[config.mk]
export PLATFORM = sky130hd
export DESIGN_NAME = byte_classifier
export DESIGN_NICKNAME = d
export VERILOG_FILES = /design/src/rtl/bpc_pkg.sv /design/src/rtl/bpc_neuron.sv /design/src/rtl/bpc_xor2.sv /design/src/rtl/bpc_parity.sv /design/src/rtl/bpc_runs.sv /design/src/rtl/bpc_symmetry.sv /design/src/rtl/bpc_divisor.sv /design/src/rtl/byte_classifier.sv
export SDC_FILE = /design/constraint.sdc
export NUM_CORES = 1
export LEC_CHECK = 0
export ABC_AREA = 1
export CAP_MARGIN = 20
export CELL_PAD_IN_SITES_DETAIL_PLACEMENT = 0
export CELL_PAD_IN_SITES_GLOBAL_PLACEMENT = 1
export CORE_MARGIN = 5
export CORE_UTILIZATION = 50
export DETAILED_ROUTE_END_ITERATION = 6
export PLACE_DENSITY_LB_ADDON = 0.1
export SYNTH_ARGS = -nofsm -noshare
export SYNTH_HDL_FRONTEND = slang
export SYNTH_SLANG_ARGS = --single-unit
export TNS_END_PERCENT = 1
[constraint.sdc]
create_clock -name clk -period 1.35 [get_ports clk]
set_clock_uncertainty 0.1 [all_clocks]
set_input_delay 0.135 -clock clk [delete_from_list [all_inputs] [get_ports clk]]
set_output_delay 0.135 -clock clk [all_outputs]
set_load 0.02 [all_outputs]
[src/rtl/bpc_pkg.sv]
package bpc_pkg;

    // How a divisibility detector is built
    typedef enum logic {
        DK_SINGLE_LAYER,
        DK_MULTI_LAYER
    } div_kind_e;

    function automatic int ones32(input logic [31:0] v);
        int n;
        n = 0;
        for (int i = 0; i < 32; i++) n += int'(v[i]);
        return n;
    endfunction

    function automatic div_kind_e div_kind(input int d);
        return ((d & (d - 1)) == 0) ? DK_SINGLE_LAYER : DK_MULTI_LAYER;
    endfunction

    // Number of multiples of d in 0 .. 2**w - 1
    function automatic int mult_count(input int d, input int w);
        return ((1 << w) - 1) / d + 1;
    endfunction

endpackage

[src/rtl/bpc_neuron.sv]
// Threshold unit with weights restricted to -1, 0, +1.
module bpc_neuron #(
    parameter int N = 2,
    parameter logic [N-1:0] POS = '0,
    parameter logic [N-1:0] NEG = '0,
    parameter int BIAS = 0
) (
    input  logic [N-1:0] x,
    output logic         fire
);
    int acc;

    always_comb begin
        acc  = BIAS + $countones(x & POS) - $countones(x & NEG);
        fire = (acc >= 0);
    end
endmodule

[src/rtl/bpc_xor2.sv]
// Two-layer XOR (or XNOR with INVERT=1) made of threshold units.
module bpc_xor2 #(
    parameter bit INVERT = 1'b0
) (
    input  logic a,
    input  logic b,
    output logic y
);
    logic any_one, not_both, xo;

    bpc_neuron #(.N(2), .POS(2'b11), .NEG(2'b00), .BIAS(-1))
        u_or   (.x({a, b}), .fire(any_one));
    bpc_neuron #(.N(2), .POS(2'b00), .NEG(2'b11), .BIAS(1))
        u_nand (.x({a, b}), .fire(not_both));
    bpc_neuron #(.N(2), .POS(2'b11), .NEG(2'b00), .BIAS(-2))
        u_and  (.x({any_one, not_both}), .fire(xo));

    generate
        if (INVERT) begin : g_inv
            bpc_neuron #(.N(1), .POS(1'b0), .NEG(1'b1), .BIAS(0))
                u_not (.x(xo), .fire(y));
        end else begin : g_pass
            assign y = xo;
        end
    endgenerate
endmodule

[src/rtl/bpc_parity.sv]
// XOR tree in heap order: leaves 0..W-1, gate j writes node W+j.
module bpc_parity #(
    parameter int W = 8
) (
    input  logic [W-1:0] x,
    output logic         odd
);
    localparam int NODES = 2 * W - 1;

    logic [NODES-1:0] node;

    assign node[W-1:0] = x;

    generate
        for (genvar j = 0; j < W - 1; j++) begin : g_gate
            bpc_xor2 #(.INVERT(1'b0)) u_x (
                .a(node[2*j]),
                .b(node[2*j+1]),
                .y(node[W+j])
            );
        end
    endgenerate

    assign odd = node[NODES-1];
endmodule

[src/rtl/bpc_runs.sv]
// Length of the run of ones from one end of the word.
module bpc_runs #(
    parameter int W = 8,
    parameter bit FROM_MSB = 1'b1,
    localparam int CW = $clog2(W + 1)
) (
    input  logic [W-1:0]  x,
    output logic [CW-1:0] run_len
);
    logic [W-1:0] step;   // step[j-1]: first j bits from the chosen end are all ones

    generate
        for (genvar j = 1; j <= W; j++) begin : g_step
            localparam logic [W-1:0] LOWM  = {W{1'b1}} >> (W - j);
            localparam logic [W-1:0] HIGHM = {W{1'b1}} << (W - j);
            localparam logic [W-1:0] MASK  = FROM_MSB ? HIGHM : LOWM;
            bpc_neuron #(.N(W), .POS(MASK), .NEG('0), .BIAS(-j))
                u_n (.x(x), .fire(step[j-1]));
        end
    endgenerate

    always_comb begin
        run_len = '0;
        for (int j = 0; j < W; j++) run_len = run_len + CW'(step[j]);
    end
endmodule

[src/rtl/bpc_symmetry.sv]
// Mirror test: XNOR per bit pair, then an AND unit.
module bpc_symmetry #(
    parameter int W = 8
) (
    input  logic [W-1:0] x,
    output logic         mirrored
);
    localparam int PAIRS = W / 2;

    logic [PAIRS-1:0] same;

    generate
        for (genvar i = 0; i < PAIRS; i++) begin : g_pair
            bpc_xor2 #(.INVERT(1'b1)) u_eq (
                .a(x[i]),
                .b(x[W-1-i]),
                .y(same[i])
            );
        end
    endgenerate

    bpc_neuron #(.N(PAIRS), .POS({PAIRS{1'b1}}), .NEG('0), .BIAS(-PAIRS))
        u_all (.x(same), .fire(mirrored));
endmodule

[src/rtl/bpc_divisor.sv]
// Divisibility of an unsigned word by constant D.
module bpc_divisor #(
    parameter int W = 8,
    parameter int D = 3
) (
    input  logic [W-1:0] x,
    output logic         hit
);
    import bpc_pkg::*;

    localparam div_kind_e KIND = div_kind(D);
    localparam int M = mult_count(D, W);

    generate
        if (KIND == DK_SINGLE_LAYER) begin : g_single
            // fires when the low log2(D) bits are all zero
            bpc_neuron #(.N(W), .POS('0), .NEG(W'(D - 1)), .BIAS(0))
                u_n (.x(x), .fire(hit));
        end else begin : g_multi
            logic [M-1:0] is_val;
            for (genvar m = 0; m < M; m++) begin : g_eq
                localparam logic [W-1:0] VAL = W'(m * D);
                bpc_neuron #(.N(W), .POS(VAL), .NEG(~VAL),
                             .BIAS(-ones32(32'(VAL))))
                    u_eq (.x(x), .fire(is_val[m]));
            end
            bpc_neuron #(.N(M), .POS({M{1'b1}}), .NEG('0), .BIAS(-1))
                u_or (.x(is_val), .fire(hit));
        end
    endgenerate
endmodule

[src/rtl/byte_classifier.sv]
module byte_classifier #(
    parameter int W = 8,
    parameter int MAX_DIV = 12,
    parameter bit OUT_REG = 1'b1,
    localparam int CW = $clog2(W + 1),
    localparam int KW = $clog2(W + 2),
    localparam int NDIV = MAX_DIV - 1
) (
    input  logic            clk,
    input  logic            rst_n,
    input  logic [W-1:0]    din,
    input  logic [KW-1:0]   k_sel,
    output logic [CW-1:0]   pop_cnt,
    output logic [CW-1:0]   lead_ones,
    output logic [CW-1:0]   trail_ones,
    output logic            parity,
    output logic            symmetric,
    output logic            at_least_k,
    output logic            exactly_k,
    output logic            majority,
    output logic            minority,
    output logic [NDIV-1:0] div_mask
);
    localparam int BW = 3 * CW + 6 + NDIV;

    // ---------------- count thresholds ----------------
    logic [W+1:0] th;       // th[k]: count >= k; th[0]=1, th[W+1]=0
    logic [W+1:0] th_sh;
    logic [CW-1:0] c_pop;
    logic c_atl, c_exk, c_maj, c_min;

    assign th[0]   = 1'b1;
    assign th[W+1] = 1'b0;

    generate
        for (genvar k = 1; k <= W; k++) begin : g_thr
            bpc_neuron #(.N(W), .POS({W{1'b1}}), .NEG('0), .BIAS(-k))
                u_k (.x(din), .fire(th[k]));
        end
    endgenerate

    always_comb begin
        c_pop = '0;
        for (int k = 1; k <= W; k++) c_pop = c_pop + CW'(th[k]);
        th_sh = th >> k_sel;
        c_atl = th_sh[0];
        c_exk = th_sh[0] & ~th_sh[1];
        c_maj = th[W/2 + 1];
        c_min = ~th[W/2];
    end

    // ---------------- pattern networks ----------------
    logic [CW-1:0] c_lead, c_trail;
    logic c_par, c_sym;
    logic [NDIV-1:0] c_div;

    bpc_runs #(.W(W), .FROM_MSB(1'b1)) u_lead  (.x(din), .run_len(c_lead));
    bpc_runs #(.W(W), .FROM_MSB(1'b0)) u_trail (.x(din), .run_len(c_trail));
    bpc_parity   #(.W(W)) u_par (.x(din), .odd(c_par));
    bpc_symmetry #(.W(W)) u_sym (.x(din), .mirrored(c_sym));

    generate
        for (genvar d = 2; d <= MAX_DIV; d++) begin : g_div
            bpc_divisor #(.W(W), .D(d)) u_d (.x(din), .hit(c_div[d-2]));
        end
    endgenerate

    // ---------------- optional output stage ----------------
    logic [BW-1:0] comb_bus, out_bus;

    assign comb_bus = {c_pop, c_lead, c_trail, c_par, c_sym,
                       c_atl, c_exk, c_maj, c_min, c_div};

    generate
        if (OUT_REG) begin : g_reg
            always_ff @(posedge clk or negedge rst_n) begin
                if (!rst_n) out_bus <= '0;
                else        out_bus <= comb_bus;
            end

            p_pop_r1: assert property (@(posedge clk) disable iff (!rst_n)
                $past(rst_n) |-> pop_cnt == CW'($countones($past(din))));
            p_parity_r2: assert property (@(posedge clk) disable iff (!rst_n)
                $past(rst_n) |-> parity == ^$past(din));
            p_exact_in_atl_r6: assert property (@(posedge clk) disable iff (!rst_n)
                exactly_k |-> at_least_k);
            p_maj_min_excl_r7: assert property (@(posedge clk) disable iff (!rst_n)
                !(majority && minority));
            p_zero_all_div_r9: assert property (@(posedge clk) disable iff (!rst_n)
                ($past(rst_n) && $past(din) == '0) |-> (&div_mask));
            p_div2_r8: assert property (@(posedge clk) disable iff (!rst_n)
                $past(rst_n) |-> div_mask[0] == ~$past(din[0]));
        end else begin : g_comb
            assign out_bus = comb_bus;
        end
    endgenerate

    assign {pop_cnt, lead_ones, trail_ones, parity, symmetric,
            at_least_k, exactly_k, majority, minority, div_mask} = out_bus;
endmodule

**Word-level counts from Yosys, hierarchy flattened**

Cells that the tools add are included.

- Word-level logic and storage cells: 1,113
- Memory bits (read-only): 0
- Output and inout bits: 29
- Input port bits: 14
- Latch bits: 0
- Bits in writable memories: 0
- Register bits: 29
- Memories: 0

- Reduce and logical (&&, ||, !) cells: 0
- Muxes and demuxes: 0
- Divide/modulo/power cells: 0
- Equal/unequal tests: 0
- Order comparisons: 220
- $mul: 0
- Bitwise operators: 3
- $add $sub $neg: 888
- Shift operators: 1

Operators with widths:

| kind | count |
|---|---|
| $ge A32 B1 Y1 const B | 208 |
| $sub A32 B32 Y32 | 143 |
| $add A32 B32 Y32 | 69 |
| $add A3 B32 Y32 const A | 68 |
| $add A4 B32 Y32 const A | 59 |
| $add A1 B32 Y32 | 27 |
| $add A32 B1 Y32 | 27 |
| $add A2 B32 Y32 const A | 24 |
| $add A1 B1 Y2 | 204 |
| $add A1 B32 Y32 const A | 12 |
| $add A32 B2 Y32 | 10 |
| $add A2 B2 Y3 | 78 |
| $add A2 B32 Y32 | 7 |
| $sub A2 B32 Y32 const A | 7 |
| $add A3 B3 Y4 | 36 |
| $sub A1 B32 Y32 const A | 3 |
| $sub A32 B3 Y32 | 3 |
| $add A4 B4 Y5 | 17 |
| $add A4 B1 Y4 | 16 |
| $add A2 B3 Y4 const A | 12 |
| $add A5 B5 Y6 | 7 |
| $add A3 B4 Y5 const A | 8 |
| $add A1 B7 Y8 const A | 4 |
| $ge A8 B1 Y1 const B | 4 |
| other kinds (27) | 59 |

**Longest topological paths before layout**

- Depth after elaboration: 18
- Mapped depth: 35
- Gate-level depth less buffers: 34

**Worst setup path before layout**

OpenSTA, ideal clock, no wires.

- Path type: input to register
- From: in din[0]
- To: reg out_bus[1]
- Cell stages on the path: 30
- Setup time: 138 ps
- Arrival time: 9,572 ps
- Path slack: -8,460 ps
- Data required time: 1,112 ps
- Cells stage by stage: inv_1 -> ha_1 -> ha_1 -> fa_1 -> buf_4 -> inv_1 -> fa_1 -> xor2_1 -> inv_1 -> ha_1 -> a31o_2 -> a22oi_1 -> inv_1 -> fa_1 -> inv_1 -> fa_1 -> fa_1 -> fa_1 -> fa_1 -> inv_1 -> fa_1 -> fa_1 -> fa_1 -> inv_1 -> fa_1 -> inv_1 -> ha_1 -> fa_1 -> nor4_1 -> nand4_1

- Cells in the longest elaborated chain, start to end: 15
- Elaborated cells between the ends (all ways): 348

Ends and longest elaborated chain:

| what | RTL line | source |
|---|---|---|
| from (decl) | byte_classifier.sv:11 | `input logic [W-1:0] din,` |
| $add A1 B1 Y2 (implied by the code) | bpc_neuron.sv:14 | `acc = BIAS + $countones(x & POS) - $countones(x & NEG);` |
| $add A32 B1 Y32 (implied by the code) / $add A32 B32 Y32 (equally long branches) | bpc_neuron.sv:14 |  |
| $add A32 B1 Y32 (implied by the code), or another cell as far along | bpc_neuron.sv:14 |  |
| $add A3 B32 Y32 / $add A4 B32 Y32 (equally long branches) | bpc_neuron.sv:14 |  |
| $sub A32 B32 Y32 | bpc_neuron.sv:14 |  |
| $ge A32 B1 Y1 | bpc_neuron.sv:15 | `fire = (acc >= 0);` |
| $add A1 B1 Y2 (implied by the code) | bpc_neuron.sv:14 |  |
| $add A2 B2 Y3 (implied by the code) | bpc_neuron.sv:14 |  |
| $add A3 B3 Y4 (implied by the code) | bpc_neuron.sv:14 |  |
| $add A4 B4 Y5 (implied by the code) | bpc_neuron.sv:14 |  |
| $add A5 B5 Y6 (implied by the code) | bpc_neuron.sv:14 |  |
| $add A6 B6 Y7 (implied by the code) | bpc_neuron.sv:14 |  |
| $add A7 B6 Y8 (implied by the code) * | bpc_neuron.sv:14 |  |
| $add A1 B9 Y10 * | bpc_neuron.sv:14 |  |
| $ge A10 B1 Y1 * | bpc_neuron.sv:15 |  |
| via g_div[3].u_d.g_multi.u_or.fire | bpc_neuron.sv:9 | `output logic fire` |
| to (signal assigned) | byte_classifier.sv:78 | `else out_bus <= comb_bus;` |
| to (decl) | byte_classifier.sv:69 | `logic [BW-1:0] comb_bus, out_bus;` |

Mark *: on every way through the listed nets, which the timed path passes. The rest lies on a longest branch.

**Worst setup path after layout**

Same ends and word-level chain as after synthesis.

==> reports/results.tsv <==
stage	metric	value	unit
grt	first-pass GRT wire length	155.3	mm
setup_path	Max stage delay on crit path	0.70	ns
setup_path	Worst Setup End Kind	register	
die	Core Area	57370	um^2
drt	DR WL/cell	21.51	um
grt	initial antenna violation count	4	
die	Die Y	250.1	um
finish	ratio of cells with drive above 1 in the final layout	0.2406	
yosys	Area contributors post-synth	ha_1 (39%), fa_1 (28%), inv_1 (14%), dfrtp_1 (2.5%), a21oi_1 (2.3%)	
drt	via count	24320	
finish	nets	5395	
place	# port buffers	42	
min_path	worst hold path type	in2reg	
cts	# H-tree levels	2	
grt	grt total ovfl	0	
setup_path	CP Launch Type	primary input	
place	post-DP HPWL	94.00	mm
yosys	count leader, synth	inv_1	
run_status	status	finished, violations left	
place	placer's final routability congestion estimate	1.034	
finish	Area Growth Syn to Fin	28.34	%
timing	unrepaired setup endpoints after global routing	yes	
min_path	hold path depth	3	
setup_path	Max Fanout on Critical Path	5	
yosys	Synth Register Bits	29	
place	Post-DP Area	36120	um^2
finish	most flop-heavy register	out_bus	
setup_path	WP data required	1.48	ns
yosys	syn_area_per_cell	8.857	um^2
timing	final setup margin	-7.277	ns
setup_path	critical path depth	36	
setup_path	Critical Path Slowest Stage Cell	fa_2	
die	I/O pin count	43	
yosys	synthesized instance count	3254	
cts	Worst-path clk slew	0.10	ns
cts	clk sink count	29	
yosys	share of the yosys chip area belonging to registers	0.02518	
yosys	Async SR Flop Fraction	1.000	
finish	Finished Cell Area	36990	um^2
run	max-cap viol count	0	
timing	Tcrit/Tclk final	6.390	
yosys	Syn Nets	4572	
yosys	YS warnings	0	
drt	drt pass-1 iters	5	
setup_path	Bufs and invs on worst path	11	
power	LEAKAGE	21.47	nW
yosys	Post-synth EDFFs	0	
grt	vias in the first global route	26170	
timing	Relative slew margins	0.3938	
finish	Largest regs	out_bus x29	
drt	Routed WL	104.2	mm
yosys	post-synthesis cell type count	49	
timing	min Tclk post-route	8.627	ns
timing	setup_tns	-91.65	ns
drt	DR iter-0 viols	1249	
setup_path	CP Class	in2reg	
drt	DRC viols	0	
power	Pwr Density	2600	nW/um^2
die	die footprint	62550	um^2
timing	endpoints failing setup	25	
yosys	leading area contributor after synthesis	ha_1	
cts	Max Buffers Root-to-Sink	2	
finish	fillers	4947	
timing	worst-margin pin slew	0.9024	ns
yosys	Top FF cell, synth	dfrtp_1	
grt	Total Routing Usage GR	0.3321	
finish	fin util	0.6448	
die	Rows	88	
cts	CTS tree	built	
die	die width	250.1	um
setup_path	Worst EP arrival	8.75	ns
timing	Highest Clock Rate	115.9	MHz
timing	final number of hold-violating endpoints	0	
die	initial core utilization	0.5024	
setup_path	CP dominant cell by count	fa_1	
yosys	mapped cell area	28820	um^2
yosys	Post-synth top cells	inv_1 (1056), ha_1 (896), fa_1 (408)	
finish	max reg flops	29	
timing	hold slack	0.08030	ns
cts	Root Driver	clkbuf_16	
drt	Final ANT Viol Nets	0	
grt	largest net degree at the start of global routing	25	
power	Max VDD drop	7573	uV
yosys	post-synth top area share	0.3890	
timing	fin. max-slew vios	0	
run_status	failing checks	setup timing	
setup_path	cell family with most CP delay	adder cells	
drt	DR vias/cell	5.020	
cts	cts bufs inserted	5	
## layout make-up
cell class / count / area (um^2) / share of cell area
Clock buffer: 6 / 128.9 / 0.003484
Antenna cell: 2 / 5.005 / 0.0001353
Sequential cell: 29 / 725.7 / 0.01962
Tap cell: 765 / 957.2 / 0.02588
Clock inverter: 2 / 10.01 / 0.0002706
Inverter: 1062 / 3999 / 0.1081
Multi-Input combinational cell: 2131 / 24440 / 0.6606
Timing Repair Buffer: 848 / 6728 / 0.1819
## worst paths after layout
kind                       startpoint                     to  slack, ns
max                            din[0]   out_bus[1]$_DFF_PN0_      -7.28
min                            din[0]   out_bus[2]$_DFF_PN0_       0.08
max in group asynchronous       rst_n   out_bus[9]$_DFF_PN0_       0.54
min in group asynchronous       rst_n  out_bus[16]$_DFF_PN0_       0.10
## cell usage in the layout, fill, tap and decap left out, drive strengths merged, types with 2 or more instances in the layout
cell type	count
inv	1060
dlygate4sd2	29
or3b	7
a41oi	2
nor3b	4
a31oi	28
buf	812
nand4	5
a211o	9
o211ai	13
clkinv	2
or2	6
o21ai	54
clkbuf	8
clkdlybuf4s50	4
nor3	30
o21bai	33
a22oi	2
o2111ai	6
a21o	17
nand2	187
nor2	126
xor2	29
clkinvlp	2
nand3	48
nor4	10
o21a	3
and3	3
fa	408
ha	896
a31o	17
xnor2	33
diode	2
a21oi	137
dfrtp	29
nand3b	14
## report_power, final
| part | leakage [nW] | total [W] | switching [W] | internal, W |
|---|---|---|---|---|
| clock | 0.0706 | 0.00143 | 0.000743 | 0.000688 |
| sequential | 0.339 | 0.00133 | 0.0000487 | 0.00128 |
| combinational | 21.1 | 0.0934 | 0.0507 | 0.0427 |
| total | 21.5 | 0.0962 | 0.0515 | 0.0447 |
## stage by stage
step	total power, W	cells	worst slack [ns]
2_1_floorplan	0.06629	3254	-7.565
3_3_place_gp	0.08908	4810	-7.838
3_5_place_dp	0.09245	4810	-7.880
4_1_cts	0.09529	4826	-7.350
5_1_grt	0.1070	4843	-7.488
6_report	0.09617	4845	-7.277
## kinds of logic after synthesis
family | synth area share
AOI/OAI and AO/OA | 0.06937
xor gates and xnor gates | 0.01936
adders and majority gates | 0.6724
buffers and inverters | 0.1437
DFF | 0.02518
and+or+nand+nor | 0.07002
## metal layers
| layer | global-route usage | wire length, um | vias up |
|---|---|---|---|
| met5 | 0 | 10 | - |
| met4 | 0.1790 | 7667 | 2 |
| met3 | 0.04776 | 5979 | 247 |
| met2 | 0.5518 | 47600 | 627 |
| met1 | 0.4194 | 42940 | 11910 |
| li1 | - | - | 11540 |
## timing repair
action / 4_1_cts / 5_1_grt
pin swaps: 33 / 63
setup endpoints to repair: 54 / 25
endpoints found under the hold margin: 29 / 0
buffers inserted: 8 / 17
gates cloned: 0 / 0
hold buffers: 1 / 0
gates resized for setup: 75 / 104
Power figures use the tool's default switching activity.
